[config.mk]
export PLATFORM = sky130hd
export DESIGN_NAME = vram_host_port
export DESIGN_NICKNAME = d
export VERILOG_FILES = /design/src/rtl/vram_host_port.sv
export SDC_FILE = /design/constraint.sdc
export NUM_CORES = 1
export LEC_CHECK = 0
export ABC_AREA = 1
export CAP_MARGIN = 40
export CORE_MARGIN = 2
export CORE_UTILIZATION = 50
export CTS_BUF_LIST = sky130_fd_sc_hd__clkbuf_2
export CTS_CLUSTER_DIAMETER = 40
export DETAILED_ROUTE_END_ITERATION = 10
export DONT_BUFFER_PORTS = 1
export GPL_TIMING_DRIVEN = 0
export HOLD_SLACK_MARGIN = 0.03
export PLACE_DENSITY_LB_ADDON = 0.2
export SLEW_MARGIN = 20
export SYNTH_ARGS = -nofsm -noshare
export SYNTH_HDL_FRONTEND = slang
export SYNTH_SLANG_ARGS = --single-unit
[constraint.sdc]
create_clock -name clk -period 2.9 [get_ports clk]
set_clock_uncertainty 0.1 [all_clocks]
set_input_delay 0.435 -clock clk [delete_from_list [all_inputs] [get_ports clk]]
set_output_delay 0.435 -clock clk [all_outputs]
set_load 0.05 [all_outputs]
[src/rtl/vram_host_port.sv]
module vram_host_port #(
  parameter int HI_W   = 3,
  parameter int HI_REG = 14
) (
  input  logic                 clk,
  input  logic                 rst_n,
  input  logic                 cpu_req,
  input  logic                 cpu_ctrl,
  input  logic                 cpu_we,
  input  logic [7:0]           cpu_wdata,
  output logic [7:0]           cpu_rdata,
  output logic                 cpu_busy,
  output logic                 mem_valid,
  output logic                 mem_we,
  output logic [14+HI_W-1:0]   mem_addr,
  output logic [7:0]           mem_wdata,
  input  logic                 mem_ready,
  input  logic [7:0]           mem_rdata
);
  localparam int LO_W = 14;
  localparam int AW   = LO_W + HI_W;

  logic            second_q;
  logic [7:0]      low_q;
  logic [LO_W-1:0] lo_q;
  logic [HI_W-1:0] hi_q;
  logic [7:0]      rbuf_q;
  logic [7:0]      rdata_q;
  logic            valid_q;
  logic            we_q;
  logic [AW-1:0]   addr_q;
  logic [7:0]      wdata_q;

  logic [AW-1:0] cur_addr;
  logic [AW-1:0] nxt_addr;
  logic          accept;

  assign cur_addr  = {hi_q, lo_q};
  assign nxt_addr  = cur_addr + AW'(1);
  assign accept    = cpu_req & ~valid_q;

  assign cpu_rdata = rdata_q;
  assign cpu_busy  = valid_q;
  assign mem_valid = valid_q;
  assign mem_we    = we_q;
  assign mem_addr  = addr_q;
  assign mem_wdata = wdata_q;

  always_ff @(posedge clk) begin
    if (!rst_n) begin
      second_q <= 1'b0;
      low_q    <= '0;
      lo_q     <= '0;
      hi_q     <= '0;
      rbuf_q   <= '0;
      rdata_q  <= '0;
      valid_q  <= 1'b0;
      we_q     <= 1'b0;
      addr_q   <= '0;
      wdata_q  <= '0;
    end else begin
      if (valid_q && mem_ready) begin
        valid_q <= 1'b0;
        if (!we_q) rbuf_q <= mem_rdata;
      end
      if (accept) begin
        if (cpu_ctrl) begin
          if (!cpu_we) begin
            second_q <= 1'b0;
            rdata_q  <= '0;
          end else if (!second_q) begin
            low_q    <= cpu_wdata;
            second_q <= 1'b1;
          end else begin
            second_q <= 1'b0;
            if (!cpu_wdata[7]) begin
              lo_q <= {cpu_wdata[5:0], low_q};
              if (!cpu_wdata[6]) begin
                valid_q <= 1'b1;
                we_q    <= 1'b0;
                addr_q  <= {hi_q, cpu_wdata[5:0], low_q};
              end
            end else if (cpu_wdata[5:0] == 6'(HI_REG)) begin
              hi_q <= low_q[HI_W-1:0];
            end
          end
        end else begin
          {hi_q, lo_q} <= nxt_addr;
          valid_q      <= 1'b1;
          we_q         <= cpu_we;
          if (cpu_we) begin
            addr_q  <= cur_addr;
            wdata_q <= cpu_wdata;
          end else begin
            addr_q  <= nxt_addr;
            rdata_q <= rbuf_q;
          end
        end
      end
    end
  end
endmodule


==> reports/qor.log <==
INFO  run_status     outcome=finished, final reports clean
INFO  global_routing grt_pass1_vias=3241
INFO  critical_path  cp_max_fo=9
INFO  sta            finalHoldViolCount=0
INFO  clocking       worst_setup_hold_path_clk_slew=190ps
INFO  critical_path  rr_endpoint=rbuf_q[2]
INFO  synthesis      synth_top_area_cell=dfxtp_1
INFO  place          dp_hpwl=6520um
INFO  synthesis      syn-instance-count=469
INFO  sta            max_frequency=453MHz
INFO  floorplan      core_area=0.00635mm^2
INFO  sta            finalCriticalPeriod=2210ps
INFO  power          power_density_of_the_placed_cells=525mW/mm^2
INFO  floorplan      die-area=0.00723mm^2
INFO  global_routing grt_antenna_before_repair=0
INFO  clocking       cts_tree=built
INFO  sta            worstMarginPinSlew=771ps
INFO  drt            route.antenna.remaining_nets=0
INFO  drt            total_via_count_in_the_routed_design=3260
INFO  clocking       total_cts_buffers=9
INFO  place          dp_slack=698ps
INFO  power          p_leak=1.48nW
INFO  synthesis      synthSimpleGateAreaFrac=0.234
INFO  synthesis      register_bit_total_from_synthesis=69
INFO  synthesis      synth_top_family_by_area=compound AO/OA/AOI/OAI gates
INFO  drt            via_per_inst=5.64
INFO  sta            drv_slew=0
INFO  floorplan      num_io_pins=58
INFO  synthesis      post_synth.cell_area_avg=7.00um^2
INFO  clocking       root_buffer=clkbuf_2
INFO  critical_path  crit_path_start_kind=flop
INFO  place          gp_congestion=0.949
INFO  place          dp_cell_count=546
INFO  critical_path  critical_path.reg2reg.startpoint=cpu_busy
INFO  synthesis      synthXorXnorAreaFrac=0.0187
INFO  global_routing globalRouteTotalUtil=0.275
INFO  sta            max_slew_margin_vs_limit=0.482
INFO  synthesis      proportion_of_synthesized_chip_area_in_sequential_cells=0.421
INFO  floorplan      die_width=85.1um
INFO  synthesis      synth_compound_area_frac=0.235
INFO  global_routing grt_pass1_wl=15600um
INFO  critical_path  timing.setup.critical_path_class=reg2reg
INFO  floorplan      initial_core_util=0.517
INFO  clocking       clk_latency=530ps
INFO  critical_path  worst_ep_arrival_time=2550ps
INFO  sta            layout_setup_ws=694ps
INFO  drt            total_wire_length=9470um
INFO  synthesis      post_synth_mux_area_share=0
INFO  floorplan      floorplan.rows=29
INFO  global_routing pin_count_of_the_biggest_net_entering_global_routing=13
INFO  layout         layout-drive-gt1-share=0.0739
INFO  sta            finalSetupViolations=0
INFO  sta            worst_hold_check_slack=48.3ps
INFO  clocking       ctsHtreeMaxLevel=3
INFO  drt            route.detailed.wl_per_inst=16.4um
INFO  hold_path      start_point_of_the_worst_hold_path=cpu_wdata[6]
INFO  clocking       cts-hold-fix-buffers=16
INFO  critical_path  reg2reg_depth=5
INFO  hold_path      hold_path_depth=2
INFO  layout         num-fill-cells=625
INFO  synthesis      synth.distinct_cells=34
INFO  critical_path  setup.reg_to_reg.worst_slack=690ps
INFO  synthesis      synth_top_cell_area_share=0.421
INFO  hold_path      min_delay_worst_endpoint=low_q[6]
INFO  sta            finalSetupTns=0ps
INFO  hold_path      holdCritPathClass=in2reg
INFO  synthesis      synthesis.area=0.00328mm^2
INFO  floorplan      fp.dieH=85.1um
INFO  drt            drt_pass1_iterations=6
INFO  drt            remaining_drc_errors=0
INFO  critical_path  critical_path.endpoint_type=flop
INFO  global_routing grt-ovfl-total=0
INFO  layout         antenna-diode-count=0
INFO  synthesis      synthAdderAreaFrac=0.00381
INFO  clocking       tritoncts_num_sinks=69
INFO  synthesis      ys_top_cells_by_area=dfxtp_1 42%, o21ai_0 11%, nand2_1 9.4%
INFO  layout         flow.area_growth_from_synthesis=11.2%
INFO  drt            drtIter0Drc=240
INFO  critical_path  worstPathRequired=3240ps
INFO  layout         stdcell_count=578
INFO  clocking       clk_path_buf_depth=2
INFO  synthesis      synth-main-ff-cell=dfxtp_1
INFO  power          power.ir.vdd_worst=0.361mV
INFO  sta            setup_repair_after_global_routing_missed_its_margin=false
INFO  clocking       cts_setup_buffers=0
INFO  layout         nets=519
INFO  synthesis      synth_edf_count=0
INFO  synthesis      synthArstFlopShare=0
INFO  run            maxCapViolCount=0
INFO  place          placement.io_buffers=0
INFO  synthesis      postSynthNetCount=492
INFO  sta            period_share=0.761
INFO  clocking       cts-resized-gates=0
INFO  synthesis      yosysWarnings=0
placed cells by master, fill, tap and decap left out, types with 2 or more instances in the layout:
cell type and count:
clkinv_1 2, nand4_1 2, a22o_1 2, a31oi_1 4, nor2_1 73, buf_8 2
a21oi_1 56, dfxtp_1 69, clkbuf_1 13, o21ai_1 6, nand3_1 24, o21ai_0 70
buf_6 3, clkinvlp_4 2, xor2_1 6, a21oi_2 2, buf_2 4, inv_6 2
nand2_1 82, inv_1 30, clkbuf_2 10, o22ai_1 2, nor2_2 3, buf_1 2
dlygate4sd3_1 16
kinds of logic (layout without fill, tap and decap cells):
logic type	Yosys count	in the layout
AOI/OAI and AO/OA	145	145
buffers and inverters	59	91
xor gates and xnor gates	7	7
adders and majority gates	1	1
DFF	69	69
and+or+nand+nor	188	188
final cells by class:
class                      instances  area, um^2  area share
multi-input combinational        341        1620       0.442
sequential                        69        1380       0.378
timing repair buffer              16         160      0.0438
buffer                            25         148      0.0404
inverter                          34         140      0.0384
tap                               77        96.3      0.0264
clock inverter                     6        62.6      0.0171
clock buffer                      10        50.0      0.0137
worst max-delay path by stage:
stage               startpoint  slack, ps   endpoint
global placement      cpu_busy        760  rbuf_q[4]
global route          cpu_busy        460  rbuf_q[4]
detailed placement    cpu_busy        700  rbuf_q[2]
finish                cpu_busy        690  rbuf_q[2]
floorplan             cpu_busy       1100  rbuf_q[0]
CTS                   cpu_busy        660  rbuf_q[2]
worst max-delay path: stages, from the launching register on:
cell,delay [ps]
dfxtp_1,730
inv_1,120
nor3_1,660
inv_1,300
nor2_1,170
nor2_1,60
layer usage:
layer / share of wire / global-route usage / up-vias
li1: - / - / 1605
met1: 0.42 / 0.331 / 1493
met2: 0.47 / 0.462 / 138
met3: 0.077 / 0.0671 / 24
met4: 0.032 / 0.130 / 0
met5: 0 / 0 / -
per-stage QoR:
step | instance area (um^2) | util | power (mW)
2_1_floorplan | 3280 | - | 1.29
3_3_place_gp | 3380 | 0.532 | 1.34
3_5_place_dp | 3380 | 0.532 | 1.35
4_1_cts | 3650 | 0.575 | 1.92
5_1_grt | 3650 | 0.575 | 2.01
6_report | 3650 | 0.575 | 1.92
where the power goes:
group | internal [mW] | switching (mW) | total [mW]
combinational | 0.0849 | 0.157 | 0.242
sequential | 0.997 | 0.117 | 1.11
clock | 0.201 | 0.362 | 0.562
cell usage after synthesis (2+ instances only):
master / n
buf_2: 4
xor2_1: 6
nor2_1: 73
buf_8: 2
a21oi_1: 56
nand4_1: 2
o21ai_1: 6
nand2_1: 82
o22ai_1: 2
dfxtp_1: 69
a21oi_2: 2
buf_6: 3
buf_1: 2
nand3_1: 24
o21ai_0: 70
inv_1: 30
a22o_1: 2
a31oi_1: 4
clkbuf_1: 13
nor2_2: 3
state kept, by name, indices dropped and copies added, names as in the netlist:
| register | flops |
|---|---|
| cpu_rdata | 8 |
| mem_wdata | 8 |
| mem_addr | 17 |
| rbuf_q | 8 |
| lo_q | 14 |
| mem_we | 1 |
| hi_q | 3 |
| cpu_busy | 1 |
| low_q | 8 |
| second_q | 1 |
(Power assumes the default switching activity.)
